**config.mk**
```make
export PLATFORM = sky130hd
export DESIGN_NAME = dsp_incdec_alu
export DESIGN_NICKNAME = d
export VERILOG_FILES = /design/src/rtl/dsp_incdec_pkg.sv /design/src/rtl/incdec_slice_fmt.sv /design/src/rtl/incdec_step.sv /design/src/rtl/incdec_pack.sv /design/src/rtl/dsp_incdec_alu.sv
export SDC_FILE = /design/constraint.sdc
export NUM_CORES = 1
export LEC_CHECK = 0
export BUFFER_PORTS_ARGS = -buffer_cell sky130_fd_sc_hd__buf_4
export CAP_MARGIN = 20
export CORE_MARGIN = 2
export CORE_UTILIZATION = 48
export CTS_CLUSTER_DIAMETER = 200
export DETAILED_ROUTE_END_ITERATION = 8
export GPL_TIMING_DRIVEN = 0
export PLACE_DENSITY = 0.79
export SLEW_MARGIN = 20
export SYNTH_ARGS = -nofsm -noshare
export SYNTH_HDL_FRONTEND = slang
export SYNTH_SLANG_ARGS = --single-unit
```
**constraint.sdc**
```tcl
create_clock -name clk -period 0.8 [get_ports clk]
set_clock_uncertainty 0.2 [all_clocks]
set_input_delay 0.12 -clock clk [delete_from_list [all_inputs] [get_ports clk]]
set_output_delay 0.12 -clock clk [all_outputs]
set_load 0.1 [all_outputs]
```
**src/rtl/dsp_incdec_pkg.sv**
```systemverilog
package dsp_incdec_pkg;

    // Cycle classification driving the output register stage
    typedef enum logic [1:0] {
        KIND_IDLE      = 2'd0,
        KIND_FULL      = 2'd1,
        KIND_DATA_ONLY = 2'd2,
        KIND_SQUASH    = 2'd3
    } issue_kind_e;

    typedef struct packed {
        logic dc;
        logic n;
        logic z;
        logic v;
        logic gt;
    } status_t;

endpackage

```
**src/rtl/incdec_slice_fmt.sv**
```systemverilog
module incdec_slice_fmt #(
    parameter int GUARD_W = 8,
    parameter int WORD_W  = 32,
    localparam int HALF_W  = WORD_W / 2,
    localparam int SLICE_W = GUARD_W + HALF_W,
    localparam int REG_W   = GUARD_W + WORD_W
) (
    input  logic [REG_W-1:0]   src,
    input  logic               src_has_guard,
    output logic [SLICE_W-1:0] slice
);
    logic [GUARD_W-1:0] guard_sel;
    logic [HALF_W-1:0]  upper_half;
    logic               unused_low_half;

    assign upper_half      = src[WORD_W-1 -: HALF_W];
    assign unused_low_half = ^src[HALF_W-1:0];

    always_comb begin
        if (src_has_guard) begin
            guard_sel = src[REG_W-1 -: GUARD_W];
        end else begin
            guard_sel = {GUARD_W{src[WORD_W-1]}};
        end
    end

    assign slice = {guard_sel, upper_half};
endmodule

```
**src/rtl/incdec_step.sv**
```systemverilog
module incdec_step #(
    parameter int GUARD_W = 8,
    parameter int HALF_W  = 16,
    localparam int SLICE_W = GUARD_W + HALF_W
) (
    input  logic [SLICE_W-1:0] slice_in,
    input  logic               op_dec,
    input  logic               dst_has_guard,
    input  logic               sat_en,
    output logic [SLICE_W-1:0] slice_out,
    output logic               carry_flag,
    output logic               ovf_flag
);
    localparam logic [SLICE_W-1:0] SAT_POS = {{(GUARD_W+1){1'b0}}, {(HALF_W-1){1'b1}}};
    localparam logic [SLICE_W-1:0] SAT_NEG = {{(GUARD_W+1){1'b1}}, {(HALF_W-1){1'b0}}};
    localparam logic [SLICE_W-1:0] FULL_MAX = {1'b0, {(SLICE_W-1){1'b1}}};
    localparam logic [SLICE_W-1:0] FULL_MIN = {1'b1, {(SLICE_W-1){1'b0}}};
    localparam logic [HALF_W-1:0]  HALF_MAX = {1'b0, {(HALF_W-1){1'b1}}};
    localparam logic [HALF_W-1:0]  HALF_MIN = {1'b1, {(HALF_W-1){1'b0}}};

    logic [SLICE_W:0]   widened;
    logic [SLICE_W:0]   stepped;
    logic               ovf_full;
    logic               ovf_half;
    logic [HALF_W-1:0]  half_in;

    assign widened = {1'b0, slice_in};
    assign half_in = slice_in[HALF_W-1:0];

    always_comb begin
        if (op_dec) begin
            stepped  = widened - {{SLICE_W{1'b0}}, 1'b1};
            ovf_full = (slice_in == FULL_MIN);
            ovf_half = (half_in == HALF_MIN);
        end else begin
            stepped  = widened + {{SLICE_W{1'b0}}, 1'b1};
            ovf_full = (slice_in == FULL_MAX);
            ovf_half = (half_in == HALF_MAX);
        end
    end

    assign carry_flag = stepped[SLICE_W];
    assign ovf_flag   = dst_has_guard ? ovf_full : ovf_half;

    always_comb begin
        if (sat_en && ovf_flag) begin
            slice_out = op_dec ? SAT_NEG : SAT_POS;
        end else begin
            slice_out = stepped[SLICE_W-1:0];
        end
    end
endmodule

```
**src/rtl/incdec_pack.sv**
```systemverilog
module incdec_pack #(
    parameter int GUARD_W = 8,
    parameter int WORD_W  = 32,
    localparam int HALF_W  = WORD_W / 2,
    localparam int SLICE_W = GUARD_W + HALF_W,
    localparam int REG_W   = GUARD_W + WORD_W
) (
    input  logic [SLICE_W-1:0] slice,
    input  logic               dst_has_guard,
    output logic [REG_W-1:0]   packed_val,
    output logic               neg_flag,
    output logic               zero_flag,
    output logic               gt_flag
);
    logic [GUARD_W-1:0] guard_out;

    always_comb begin
        if (dst_has_guard) begin
            guard_out = slice[SLICE_W-1 -: GUARD_W];
        end else begin
            guard_out = {GUARD_W{slice[HALF_W-1]}};
        end
    end

    assign packed_val = {guard_out, slice[HALF_W-1:0], {HALF_W{1'b0}}};
    assign neg_flag   = packed_val[REG_W-1];
    assign zero_flag  = ~|packed_val;
    assign gt_flag    = ~neg_flag & ~zero_flag;
endmodule

```
**src/rtl/dsp_incdec_alu.sv**
```systemverilog
module dsp_incdec_alu
    import dsp_incdec_pkg::*;
#(
    parameter int GUARD_W = 8,
    parameter int WORD_W  = 32,
    localparam int HALF_W  = WORD_W / 2,
    localparam int SLICE_W = GUARD_W + HALF_W,
    localparam int REG_W   = GUARD_W + WORD_W
) (
    input  logic             clk,
    input  logic             rst_n,
    input  logic             issue,
    input  logic             op_dec,
    input  logic [REG_W-1:0] src_operand,
    input  logic             src_has_guard,
    input  logic             dst_has_guard,
    input  logic             sat_en,
    input  logic             cond_mode,
    input  logic             cond_true,
    output logic [REG_W-1:0] result,
    output logic             wr_en,
    output logic             st_dc,
    output logic             st_n,
    output logic             st_z,
    output logic             st_v,
    output logic             st_gt
);
    logic [SLICE_W-1:0] slice_src;
    logic [SLICE_W-1:0] slice_res;
    logic               carry_c;
    logic               ovf_c;
    logic [REG_W-1:0]   packed_c;
    logic               neg_c;
    logic               zero_c;
    logic               gt_c;

    issue_kind_e kind;
    status_t     status_q;
    status_t     status_c;
    logic        take_result;
    logic        take_status;
    logic [REG_W-1:0] result_q;
    logic             wr_en_q;

    incdec_slice_fmt #(.GUARD_W(GUARD_W), .WORD_W(WORD_W)) i_fmt (
        .src           (src_operand),
        .src_has_guard (src_has_guard),
        .slice         (slice_src)
    );

    incdec_step #(.GUARD_W(GUARD_W), .HALF_W(HALF_W)) i_step (
        .slice_in      (slice_src),
        .op_dec        (op_dec),
        .dst_has_guard (dst_has_guard),
        .sat_en        (sat_en),
        .slice_out     (slice_res),
        .carry_flag    (carry_c),
        .ovf_flag      (ovf_c)
    );

    incdec_pack #(.GUARD_W(GUARD_W), .WORD_W(WORD_W)) i_pack (
        .slice         (slice_res),
        .dst_has_guard (dst_has_guard),
        .packed_val    (packed_c),
        .neg_flag      (neg_c),
        .zero_flag     (zero_c),
        .gt_flag       (gt_c)
    );

    // Classify the current cycle
    always_comb begin
        if (!issue) begin
            kind = KIND_IDLE;
        end else if (!cond_mode) begin
            kind = KIND_FULL;
        end else if (cond_true) begin
            kind = KIND_DATA_ONLY;
        end else begin
            kind = KIND_SQUASH;
        end
    end

    // Effects of each kind on the output stage
    always_comb begin
        unique case (kind)
            KIND_IDLE: begin
                take_result = 1'b0;
                take_status = 1'b0;
            end
            KIND_FULL: begin
                take_result = 1'b1;
                take_status = 1'b1;
            end
            KIND_DATA_ONLY: begin
                take_result = 1'b1;
                take_status = 1'b0;
            end
            KIND_SQUASH: begin
                take_result = 1'b0;
                take_status = 1'b0;
            end
            default: begin
                take_result = 1'b0;
                take_status = 1'b0;
            end
        endcase
    end

    assign status_c = '{dc: carry_c, n: neg_c, z: zero_c, v: ovf_c, gt: gt_c};

    always_ff @(posedge clk or negedge rst_n) begin
        if (!rst_n) begin
            result_q <= '0;
            wr_en_q  <= 1'b0;
            status_q <= '0;
        end else begin
            wr_en_q <= take_result;
            if (take_result) begin
                result_q <= packed_c;
            end
            if (take_status) begin
                status_q <= status_c;
            end
        end
    end

    assign result = result_q;
    assign wr_en  = wr_en_q;
    assign st_dc  = status_q.dc;
    assign st_n   = status_q.n;
    assign st_z   = status_q.z;
    assign st_v   = status_q.v;
    assign st_gt  = status_q.gt;
endmodule

```
Word level (Yosys, flattened, before mapping) --
Index checks and enable logic that the tools add are counted.
Word-level totals: register bits 30, bits in latches 0, RAM bits 0, bits in read-only memories 0, input bits 49, output and inout port bits 46, logic and storage cells 38, memories 0
Operators by class: $add $sub $neg 2, $mul 0, divide/modulo/power cells 0, magnitude comparators 0, equality and inequality tests 7, shift-type cells 0, multiplexer cells 13, bitwise gates (word level) 2, reduce and logical (&&, ||, !) cells 7
Operators by type and width (count):
- $mux 24 | 2
- $add 24x1->25 const B | 1
- $mux 25 | 1
- $sub 24x1->25 const B | 1
- $eq 24x23->1 const B | 1
- $eq 24x24->1 const B | 1
- $reduce_or 24->1 | 1
- $eq 16x15->1 const B | 1
- $eq 16x16->1 const B | 1
- $mux 8 | 2
- $eq 2x2->1 const B | 2
- $mux 1 | 4
- $mux 2 | 2
- $pmux 1 s2 | 2
- $reduce_or 2->1 | 2
- $reduce_or 3->1 | 1
- $eq 2x1->1 const B | 1
- $logic_not 2->1 | 1
- $and 1x1->1 | 1
- $logic_and 1x1->1 | 1
- $logic_not 1->1 | 1
- $not 1->1 | 1

Logic depth before layout (Yosys ltp) --
word-level depth 9, gate-level depth with buffers 16, depth with buffers taken out 12

Cells and area by module --
A second synthesis with hierarchy kept.
Second synthesis, totals: cells, all modules 396, area total of the unflattened synthesis 3854.9 um^2
By module, submodules not included:
- dsp_incdec_alu | instances 1, cells each 99, area each 1722.9 um^2, sequential area each 1151.1 um^2
- incdec_step | instances 1, cells each 205, area each 1445.1 um^2, sequential area each 0.0 um^2
- incdec_pack | instances 1, cells each 67, area each 435.4 um^2, sequential area each 0.0 um^2
- incdec_slice_fmt | instances 1, cells each 25, area each 251.5 um^2, sequential area each 0.0 um^2

Least setup slack after synthesis --
No wires, ideal clock.
path kind input to register, start in src_has_guard, end reg status_q, in the netlist st_gt, setup time 0.121 ns, data arrival time 3.384 ns, data required time 0.479 ns, path slack -2.906 ns, cell stages on the path 15, path buffers 3, cells stage by stage clkbuf_1 nand2b_1 clkbuf_1 nand2_1 ha_1 buf_2 nand2_1 o41ai_2 nand2b_1 or2_1 nor2_1 nor3_1 or3b_1 or4_4 o211a_1
Between the ends: cells in the longest elaborated chain, start to end 9, elaborated cells on any way between the ends 14, classes of those cells add/sub (2); eq/ne (2); mux (6); bitwise (2); reduce/logical (2)
Ends and longest elaborated chain:
- from (decl) | RTL line dsp_incdec_alu.sv:15 | input logic src_has_guard,
- $mux 8 (*) | RTL line incdec_slice_fmt.sv:20 | if (src_has_guard) begin
- branches (longest 4 deep; another with $add 24x1->25)
- $mux 24 (*) | RTL line incdec_step.sv:46 | if (sat_en && ovf_flag) begin
- $mux 8 | RTL line incdec_pack.sv:18 | if (dst_has_guard) begin
- $reduce_or 24->1 or $not 1->1 (tied branches) | RTL line incdec_pack.sv:27, incdec_pack.sv:28
- $and 1x1->1 (*) | RTL line incdec_pack.sv:28 | assign gt_flag = ~neg_flag & ~zero_flag;
- to (signal assigned) | RTL line dsp_incdec_alu.sv:122 | status_q <= status_c;
- to (decl) | RTL line dsp_incdec_alu.sv:38 | status_t status_q;
Mark *: on every way between the ends. A chain may end at the register's enable or synchronous reset.

Final worst setup path --
Same ends and word-level chain as after synthesis.

==> results.ini <==
[status]
outcome=finished, violations left
violations=hold timing, setup timing

[global_routing]
grt_pass1_wl_um=18100
grt-busiest-layer=met2
grt_use_met2_pct=55.8
met3_usage_pct=3.36
grt_max_degree=31
grt_pass1_vias=3701
overflow=0
antenna_found_initial=0
use_met1_pct=39.1
grtUsageTotal_pct=31.8

[floorplan]
ios=95
rows=29
die-area_mm2=0.00707
die_w_um=84.1
die_y_um=84.1
start_util_pct=49.1
coreArea_mm2=0.00628

[cts]
cts_tree=built
clock_latency_ps=280
clk_path_buf_depth=2
cts_sinks=30
root_buffer=clkbuf_8
h-tree-depth=2
numCtsBuffers=5
clkTransAtPathRegs_ps=70

[pwr]
switching_share_pct=49.9
seqPwrFrac_pct=21.3
p_per_area_mw_per_mm2=1960
leakagePower_nw=2.50
p_clk_share_pct=11.8
pwr-share-comb_pct=66.9
cellInternalPower_mw=5.49
switchingPower_mw=5.46
irDropWorstVdd_mv=2.31

[timing]
slew_headroom_pct=46.5
fin_ws_ps=-2410
worstMarginPinSlew_ps=795
hold_viol=31
fin_hold_ws_ps=-454
rsz0062_at_grt=yes
setup_viol=59
min_period_ps=3210
timing.fmax_mhz=311
tns_ps=-64820
fin_crit_sh_pct=401
drv_slew=0

[drt]
drtIter0Drc=355
num_vias=3852
routed_wl_um=11700
first_pass_iters=5
viasPerCell=6.07
detail-route-antenna-nets=0
drc_errors=0
drt-wirelength-per-cell_um=18.4

[synth]
ys_warn_count=0
ys_top_cells_by_count=nand2_1, nor2_1, a21oi_1
syn_inst=411
synth_cell_types=54
ys_ff_latch=30
ys_seq_area_share_pct=24.4
synth.avg_cell_area_um2=7.49
synthTopCellsByArea=dfrtp_1, nand2_1, ha_1
synthFlopType=dfrtp_1
synth_enable_flop_cells=0
synth.most_common_cell=nand2_1
netlist_area_mm2=0.00308
yosysTopAreaCell=dfrtp_1
yosys.area.top_type_share_pct=24.4
synthArstFlopShare_pct=100

[run]
maxCapViolCount=0

[placement]
dp_hpwl_um=6570
dpl_cell_area_mm2=0.00399
pre_cts_slack_ps=-3040
port_buffers=61
gp_congestion=0.897

[finish]
post-route-util_pct=88.8
diodes=0
area_growth_pct=81.0
seq_area_um2=863
nFillCells=273
final_layout_size_suffix_gt1_share_pct=51.3
finalNetCount=630
multi_input_area_mm2=0.00269
stdcell_area_mm2=0.00557

[critical_path]
start_kind=input port
worst_ep_arrival_time_ps=3180
critical_path_class=input port to flip-flop
crit_fanout=7
critPathRequiredTime_ps=770
cp-end-kind=flip-flop

[worst_hold_path]
hp-class=input port to async pin

cells in the final DEF, fill, tap and decap left out, types with 16 or more instances in the layout:
cell	instances
nand2_1	67
conb_1	16
buf_4	99
a21oi_1	23
ha_4	18
dfrtp_4	30
buf_12	30
nor2_1	28
o21ai_1	18
buf_6	23
timing repair:
| item | in CTS | in global routing |
|---|---|---|
| gates cloned | 3 | 0 |
| pin swaps | 39 | 35 |
| endpoints found under the setup margin | 60 | 60 |
| gates resized for setup | 188 | 42 |
| hold endpoints to repair | 31 | 31 |
| buffers inserted | 62 | 23 |
area by class of cell:
| type | instances | share of cell area (%) |
|---|---|---|
| inverter | 9 | 0.831 |
| multi-input combinational | 347 | 48.2 |
| clock buffer | 7 | 1.55 |
| clock inverter | 1 | 0.0898 |
| timing repair buffer | 129 | 26.3 |
| tap | 77 | 1.73 |
| buffer | 35 | 5.82 |
| sequential | 30 | 15.5 |
metal layers:
metal | vias up | routed length, um
met2 | 240 | 5930
met1 | 1845 | 4520
met5 | - | 0
li1 | 1719 | -
met4 | 0 | 422
met3 | 48 | 816
critical path, cell delays in order:
cell and delay (ps):
clkbuf_16 130, nand2b_4 190, buf_4 170, nand2_2 70
ha_4 220, buf_4 150, nand4_1 160, inv_1 80
a22o_1 230, a211o_1 290, xor2_1 200, o21bai_1 200
or3b_1 390, or4_4 450, o211a_1 130
worst paths after layout:
kind,startpoint,endpoint,slack (ps),cells past startpoint
worst max-delay path,src_has_guard,st_gt,-2410,15
worst min register to register,result[39],result[39],370,2
worst max register to register,result[33],result[33],-340,3
min in group clk,src_operand[16],result[16],-20,3
worst min-delay path,rst_n,result[27],-450,1
max in group asynchronous,rst_n,st_dc,530,1
power groups by stage:
stage	Clock [mW]	Sequential (mW)	Combinational [mW]
after floorplan	0	4.32	2.09
after global placement	0	2.17	5.28
after detailed placement	0	2.19	5.34
after CTS	1.28	2.32	6.78
after global routing	1.37	2.35	7.62
final	1.30	2.33	7.32
registers in the layout (all words and copies together) (netlist names):
register	count
st_gt	1
st_dc	1
st_z	1
wr_en	1
st_v	1
st_n	1
result	24
through the flow:
stage	instances	power, mW
final	635	10.9
after global routing	635	11.3
after CTS	627	10.4
after detailed placement	564	7.52
after global placement	564	7.45
after floorplan	426	6.41
logic make-up (layout without fill, tap and decap cells):
family	after synthesis	count (layout)	synth area share (%)
AOI/OAI and AO/OA	112	112	23.1
other	1	16	0.122
buffers and inverters	49	181	8.98
and+or+nand+nor	172	172	26.8
xor gates and xnor gates	21	21	5.97
muxes	2	2	0.650
adders and majority gates	24	24	10.0
DFF	30	30	24.4
(Power assumes the default switching activity.)
